File: src/rtl/phased_ram_pkg.sv
package phased_ram_pkg;

    // Sticky wipe tracker states
    typedef enum logic {
        WIPE_CLEAN = 1'b0,
        WIPE_HELD  = 1'b1
    } wipe_state_e;

    // What the read register loads on this edge
    typedef enum logic [1:0] {
        RD_IDLE = 2'd0,
        RD_WORD = 2'd1,
        RD_ZERO = 2'd2
    } rd_mode_e;

endpackage

File: src/rtl/phased_ram_wipe.sv
module phased_ram_wipe
    import phased_ram_pkg::*;
(
    input  logic        clk,
    input  logic        rst_n,
    input  logic        cycle_start,
    input  logic        wipe,
    output logic        wipe_now,
    output wipe_state_e state
);

    wipe_state_e state_q;
    wipe_state_e state_d;

    always_ff @(posedge clk or negedge rst_n) begin
        if (!rst_n) begin
            state_q <= WIPE_CLEAN;
        end else begin
            state_q <= state_d;
        end
    end

    always_comb begin
        state_d = state_q;
        unique case (state_q)
            WIPE_CLEAN: if (wipe) state_d = WIPE_HELD;
            WIPE_HELD:  if (cycle_start && !wipe) state_d = WIPE_CLEAN;
            default:    state_d = WIPE_CLEAN;
        endcase
    end

    always_comb begin
        wipe_now = wipe;
        unique case (state_q)
            WIPE_CLEAN: wipe_now = wipe;
            WIPE_HELD:  wipe_now = wipe || !cycle_start;
            default:    wipe_now = wipe;
        endcase
        state = state_q;
    end

endmodule

File: src/rtl/phased_ram_store.sv
module phased_ram_store #(
    parameter int IDX_W  = 3,
    parameter int DATA_W = 8
) (
    input  logic              clk,
    input  logic              rst_n,
    input  logic              wipe_now,
    input  logic              wr_go,
    input  logic [IDX_W-1:0]  wr_idx,
    input  logic [DATA_W-1:0] wr_data,
    output logic [DATA_W-1:0] words [1<<IDX_W]
);

    localparam int DEPTH = 1 << IDX_W;

    for (genvar g = 0; g < DEPTH; g++) begin : g_word
        logic hit;
        assign hit = wr_go && (wr_idx == IDX_W'(g));

        always_ff @(posedge clk or negedge rst_n) begin
            if (!rst_n) begin
                words[g] <= '0;
            end else if (wipe_now) begin
                words[g] <= '0;
            end else if (hit) begin
                words[g] <= wr_data;
            end
        end
    end

endmodule

File: src/rtl/phased_ram_rdport.sv
module phased_ram_rdport
    import phased_ram_pkg::*;
#(
    parameter int IDX_W  = 3,
    parameter int DATA_W = 8
) (
    input  logic              clk,
    input  logic              rst_n,
    input  logic              rd_go,
    input  logic              wr_req,
    input  logic              wipe_now,
    input  logic [IDX_W-1:0]  rd_idx,
    input  logic [DATA_W-1:0] words [1<<IDX_W],
    output logic [DATA_W-1:0] rd_data,
    output logic              overlap_err
);

    rd_mode_e          mode;
    logic [DATA_W-1:0] rd_next;

    always_comb begin
        if (!rd_go) begin
            mode = RD_IDLE;
        end else if (wipe_now) begin
            mode = RD_ZERO;
        end else begin
            mode = RD_WORD;
        end
    end

    always_comb begin
        rd_next = '1;
        unique case (mode)
            RD_IDLE: rd_next = '1;
            RD_WORD: rd_next = words[rd_idx];
            RD_ZERO: rd_next = '0;
            default: rd_next = '1;
        endcase
    end

    always_ff @(posedge clk or negedge rst_n) begin
        if (!rst_n) begin
            rd_data     <= '1;
            overlap_err <= 1'b0;
        end else begin
            rd_data     <= rd_next;
            overlap_err <= rd_go && wr_req;
        end
    end

endmodule

File: src/rtl/phased_ram.sv
module phased_ram
    import phased_ram_pkg::*;
#(
    parameter int IDX_W  = 3,
    parameter int DATA_W = 8
) (
    input  logic              clk,
    input  logic              rst_n,
    input  logic              cycle_start,
    input  logic              wipe,
    input  logic              rd_phase,
    input  logic              rd_en,
    input  logic [IDX_W-1:0]  rd_idx,
    input  logic              wr_phase,
    input  logic              wr_en,
    input  logic [IDX_W-1:0]  wr_idx,
    input  logic [DATA_W-1:0] wr_data,
    output logic [DATA_W-1:0] rd_data,
    output logic              overlap_err
);

    localparam int DEPTH = 1 << IDX_W;

    logic              wipe_now;
    wipe_state_e       wipe_state;
    logic              rd_go;
    logic              wr_req;
    logic              wr_go;
    logic [DATA_W-1:0] words [DEPTH];

    assign rd_go  = rd_phase && rd_en;
    assign wr_req = wr_phase && wr_en;
    assign wr_go  = wr_req && !wipe_now;

    phased_ram_wipe u_wipe (
        .clk         (clk),
        .rst_n       (rst_n),
        .cycle_start (cycle_start),
        .wipe        (wipe),
        .wipe_now    (wipe_now),
        .state       (wipe_state)
    );

    phased_ram_store #(.IDX_W(IDX_W), .DATA_W(DATA_W)) u_store (
        .clk      (clk),
        .rst_n    (rst_n),
        .wipe_now (wipe_now),
        .wr_go    (wr_go),
        .wr_idx   (wr_idx),
        .wr_data  (wr_data),
        .words    (words)
    );

    phased_ram_rdport #(.IDX_W(IDX_W), .DATA_W(DATA_W)) u_rd (
        .clk         (clk),
        .rst_n       (rst_n),
        .rd_go       (rd_go),
        .wr_req      (wr_req),
        .wipe_now    (wipe_now),
        .rd_idx      (rd_idx),
        .words       (words),
        .rd_data     (rd_data),
        .overlap_err (overlap_err)
    );

endmodule

File: config.mk
export PLATFORM = sky130hd
export DESIGN_NAME = phased_ram
export DESIGN_NICKNAME = d
export VERILOG_FILES = /design/src/rtl/phased_ram_pkg.sv /design/src/rtl/phased_ram_wipe.sv /design/src/rtl/phased_ram_store.sv /design/src/rtl/phased_ram_rdport.sv /design/src/rtl/phased_ram.sv
export SDC_FILE = /design/constraint.sdc
export NUM_CORES = 1
export LEC_CHECK = 0
export BUFFER_PORTS_ARGS = -buffer_cell sky130_fd_sc_hd__buf_2
export CELL_PAD_IN_SITES_DETAIL_PLACEMENT = 1
export CELL_PAD_IN_SITES_GLOBAL_PLACEMENT = 1
export CORE_AREA = 10 10 109 121
export CTS_CLUSTER_SIZE = 10
export DETAILED_ROUTE_END_ITERATION = 8
export DIE_AREA = 0 0 119 131
export PLACE_DENSITY_LB_ADDON = 0.1
export SYNTH_ARGS = -nofsm -noshare
export SYNTH_HDL_FRONTEND = slang
export SYNTH_SLANG_ARGS = --single-unit
export TNS_END_PERCENT = 10
File: constraint.sdc
create_clock -name clk -period 2.2 [get_ports clk]
set_input_delay 0.33 -clock clk [delete_from_list [all_inputs] [get_ports clk]]
set_output_delay 0.33 -clock clk [all_outputs]
set_load 0.03 [all_outputs]
# [After elaboration in Yosys (flattened, before gate mapping)]
# Index checks and enable logic that the tools add are counted.
[totals] regBits=74 input_bits=22 output_inout_bits=9
[classes] order_cmp=1 n_mux=26 n_eq_ne=9 bitwise_logic=2 n_reduce_logical=26
[op_table] cell="$mux 8" count=18
[op_table] cell="$bmux 8 s3" count=1
[op_table] cell="$pmux 8 s2" count=1
[op_table] cell="$reduce_bool 2->1" count=8
[op_table] cell="$logic_and 1x1->1" count=13
[op_table] cell="$eq 3x3->1 const B" count=4
[op_table] cell="$eq 3x2->1 const B" count=2
[op_table] cell="$ge 4x4->1 const B" count=1
[op_table] cell="$mux 2" count=2
[op_table] cell="$not 3->4" count=1
[op_table] cell="$pmux 1 s2" count=2
[op_table] cell="$eq 3x1->1 const B" count=1
[op_table] cell="$logic_not 1->1" count=3
[op_table] cell="$logic_not 3->1" count=1
[op_table] cell="$eq 2x1->1 const B" count=1
[op_table] cell="$eq 2x2->1 const B" count=1
[op_table] cell="$mux 1" count=2
[op_table] cell="$logic_or 1x1->1" count=1
[op_table] cell="$not 1->1" count=1

# [Logic depth before layout (Yosys ltp)]
[logic_depth] ltp_word=8 depth_mapped=5

# [Cells and area by module]
# From an unflattened synthesis, not the netlist that was laid out.
[hier_totals] hier_cells=311 area_unflattened_um2=3821.2
[modules_own_cells] module="phased_ram_store" cells_per_inst=236 area_per_inst_um2=2939.1 seq_area_each_um2=1601.5 n_inst=1
[modules_own_cells] module="phased_ram_rdport" cells_per_inst=69 area_per_inst_um2=824.5 seq_area_each_um2=235.2 n_inst=1
[modules_own_cells] module="phased_ram_wipe" cells_per_inst=3 area_per_inst_um2=36.3 seq_area_each_um2=25.0 n_inst=1
[modules_own_cells] module="phased_ram" cells_per_inst=3 area_per_inst_um2=21.3 seq_area_each_um2=0.0 n_inst=1

# [Worst setup path after synthesis]
# Ideal clock, no wire load.
[synth_path] kind="input port to flip-flop" startpoint="in rd_idx[0]" endpoint="reg u_rd.rd_data[1]" setup_ns=0.093 arrival_ns=1.200 required_ns=2.107 slack_ns=0.907 path_buffers=2 cell_stages=5 path_cell_list="buf_6 buf_12 mux4_2 nor2_1 o31ai_1"
[synth_between] elab_chain_cells=5
[synth_rtl] item="start, declared" line="phased_ram.sv:13" text="input logic [IDX_W-1:0] rd_idx,"
[synth_rtl] item="$not 3->4 (not written as such)" line="phased_ram_rdport.sv:35" text="RD_WORD: rd_next = words[rd_idx];"
[synth_rtl] item="$bmux 8 s3" line="phased_ram_rdport.sv:35"
[synth_rtl] item="$mux 8 (not written as such) (2 in a row)" line="phased_ram_rdport.sv:35"
[synth_rtl] item="$pmux 8 s2" line="phased_ram_rdport.sv:33" text="unique case (mode)"
[synth_rtl] item="via u_rd.rd_next[1]" line="phased_ram_rdport.sv:19" text="logic [DATA_W-1:0] rd_next;"
[synth_rtl] item="end signal, assigned" line="phased_ram_rdport.sv:46" text="rd_data <= rd_next;"
[synth_rtl] item="end, declared" line="phased_ram_rdport.sv:14" text="output logic [DATA_W-1:0] rd_data,"
# The timed path passes the listed nets, and every way through them passes these cells. The select of a mux whose other input is x is not followed.
# A chain may end at the register's enable or synchronous reset.

# [Worst setup path in the final report]
[layout_path] startpoint="reg u_rd.rd_data[4]" endpoint="out rd_data[4]"
[layout_rtl] item="end, declared" line="phased_ram.sv:18" text="output logic [DATA_W-1:0] rd_data,"
# No word-level cell between the ends.

==> flow_summary_export.csv <==
group,metric,value,unit
clock_tree,cts-buffers-inserted,9,
clock_tree,cts_hold_buffers,1,
setup_path,r2r_slack,0.87,ns
timing,setup_viol,0,
global_route,grt_pass1_vias,3236,
drt,first_pass_iters,4,
logic_synthesis,yosysWarnings,0,
logic_synthesis,synth-edff-count,0,
finish,syn_to_final_growth,13.8,%
worst_hold_path,min_path_type,"in -> reg",
placement,io_buffers,30,
global_route,grt_max_degree,43,
setup_path,cp_top_family,"flip-flops",
timing,relSlewSlack,53.4,%
logic_synthesis,yosys-top-cells-area,"dfrtp_1, nand3_1, a21oi_1",
drt,wirelength,12200,um
timing,fin_skew,0.00841,ns
setup_path,arrival,1.07,ns
logic_synthesis,synth_common_cells,"dfrtp_1, nand3_1, a21oi_1",
logic_synthesis,ys_seq_elements,74,
clock_tree,cts_resized,0,
clock_tree,worstSkewPairLatency,0.34,ns
die,fp-row-count,40,
worst_hold_path,hold_path_end,"u_rd.overlap_err",
timing,tightest_slew,0.697,ns
setup_path,worstPathMaxFanout,1,
setup_path,cpPeakStageDelay,0.52,ns
clock_tree,root_buffer,"clkbuf_16",
drt,first_iter_violations,175,
logic_synthesis,seq_area_frac_synth,50.6,%
setup_path,crit_slowest_cell,"dfstp_2",
timing,tns,0,ns
die,ios,31,
die,coreArea,0.0107,mm2
logic_synthesis,synth_top_area_share,44.9,%
placement,dp_hpwl,7400,um
timing,rsz0062_at_grt,"no",
worst_hold_path,whs_path_depth,2,
clock_tree,clkTransAtPathRegs,0.06,ns
drt,ant_nets,0,
die,initial_utilization,34.4,%
timing,clock.fmax,716,MHz
global_route,grt_first_pass_wirelength,19600,um
setup_path,r2r-end,"u_rd.rd_data[2]",
drt,post_drt_wl_per_cell,22.7,um
pwr,power_density,734,mW/mm2
logic_synthesis,post-synth-top-area-cell,"dfrtp_1",
global_route,gr-usage-met1,21.6,%
global_route,met3_usage,2.83,%
logic_synthesis,synthCells,381,
setup_path,path_class,"reg -> out",
clock_tree,htreeDepth,3,
global_route,grt_antenna_before_repair,0,
pwr,finalPower,3.07,mW
die,die_area,0.0156,mm2
finish,diodes,0,
finish,n_fill_cell,1250,
status,status,"finished, final reports clean",
placement,globalplace.congestion,0.770,
die,die_x,119,um
timing,finalCriticalPeriod,1.40,ns
setup_path,reg2reg_from,"u_wipe.state",
pwr,leakage,1.69,nW
pwr,vdd_drop_max,0.347,mV
global_route,grt_overflow,0,
setup_path,cp.required,1.87,ns
setup_path,path_cells,"buf_2",
drt,vias_per_cell,5.70,
clock_tree,numClockSinks,74,
global_route,met2_usage,25.7,%
finish,drive_above_1_share,21.4,%
drt,drc,0,
logic_synthesis,synthArstFlopShare,100,%
logic_synthesis,syn_nets,403,
job,maxCapViolCount,0,
setup_path,path_buf_inv,1,
timing,hold_viol,0,
drt,vias,3077,
logic_synthesis,synth_cell_types,29,
finish,nets,410,
timing,min_period_over_period,63.5,%
clock_tree,clockBufferDepth,2,
logic_synthesis,synth.most_common_cell,"dfrtp_1",
worst_hold_path,worstHoldStart,"wr_en",
logic_synthesis,synth_flop_cell,"dfrtp_1",
setup_path,ff2ff_path_depth,3,
die,die_height,131,um
clock_tree,post_cts_buffers,0,
global_route,grtUsageTotal,16.1,%
setup_path,start_kind,"flip-flop",
setup_path,end_kind,"primary output",
clock_tree,cts_tree,"built",
logic_synthesis,synth_area,0.00368,mm2
timing,report.final.slew_viol_count,0,
global_route,busiest_layer,"met2",
logic_synthesis,syn_area_per_cell,9.66,um2
timing,timing.hold.ws,0.289,ns
==> stage by stage <==
stage               worst slack, ns  std cells  cell area [um2]  util [%]
floorplan                     0.907        381             3680         -
global placement              0.506        523             3920      36.6
detailed placement            0.459        523             3920      36.6
CTS                           0.791        540             4190      39.1
global route                  0.731        540             4190      39.1
finish                        0.804        540             4190      39.1
==> state kept, by name (all words and copies together) (netlist names) <==
| name | cells |
|---|---|
| u_rd.rd_data | 8 |
| u_rd.overlap_err | 1 |
| u_wipe.state | 1 |
| u_store.words | 64 |
==> final cells by class <==
class,count,area [um2],area share (%)
tap,147,184,4.39
timing repair buffer,45,293,6.99
multi-input combinational,257,1580,37.8
clock buffer,16,262,6.25
inverter,1,3.75,0.0897
sequential,74,1860,44.5
==> placed cells by master, fill, tap and decap left out <==
cell type      synthesis  routed
inv_1                  1       1
buf_12                 1       2
dfrtp_1               66      66
nand2_1                2       2
o31ai_1                8       8
clkbuf_16              0       9
dlygate4sd3_1          0       1
and3b_1                1       1
and2_1                 2       2
clkbuf_1              29       6
o22ai_1                8       8
nand2b_1               1       1
o21ai_0               63      63
mux2_2                16      16
a21o_2                 0       1
nand3b_1               1       1
mux4_2                 4       4
nand3_1               65      65
o21ai_1                1       1
or2b_1                 2       2
and3_1                 2       2
dfstp_2                8       8
or2_2                  1       1
clkbuf_8               0       1
buf_4                  1      13
a21oi_1               64      64
mux4_1                 4       4
nor2b_1                2       2
nor2_1                 9       9
buf_2                 12      29
==> layer usage <==
metal  up-vias  wire length (um)
met3         9               372
met5         -                 0
met1      1623              5950
li1       1391                 -
met2        54              5770
met4         0               147
==> worst max-delay path by stage <==
stage / startpoint / to / cells after the start
after CTS: u_rd.rd_data[6] / rd_data[6] / 1
after global routing: rd_idx[0] / u_rd.rd_data[3] / 5
after global placement: rd_idx[0] / u_rd.rd_data[3] / 5
after floorplan: rd_idx[0] / u_rd.rd_data[1] / 5
after detailed placement: rd_idx[0] / u_rd.rd_data[3] / 5
final: u_rd.rd_data[4] / rd_data[4] / 1
==> logic make-up after synthesis <==
family	Yosys count	synth area share, %
AO/OA/AOI/OAI	145	20.6
AND/OR/NAND/NOR	88	12.2
flip-flops	74	50.6
buffers and inverters	50	6.43
multiplexers	24	10.2
==> power breakdown <==
group / switching (mW) / leakage (nW) / internal [mW] / total, mW
clock: 0.560 / 0.125 / 0.798 / 1.36
combinational: 0.237 / 0.568 / 0.0825 / 0.319
sequential: 0.00747 / 1.00 / 1.39 / 1.39
Note: power is estimated with default switching activity, not from simulation.
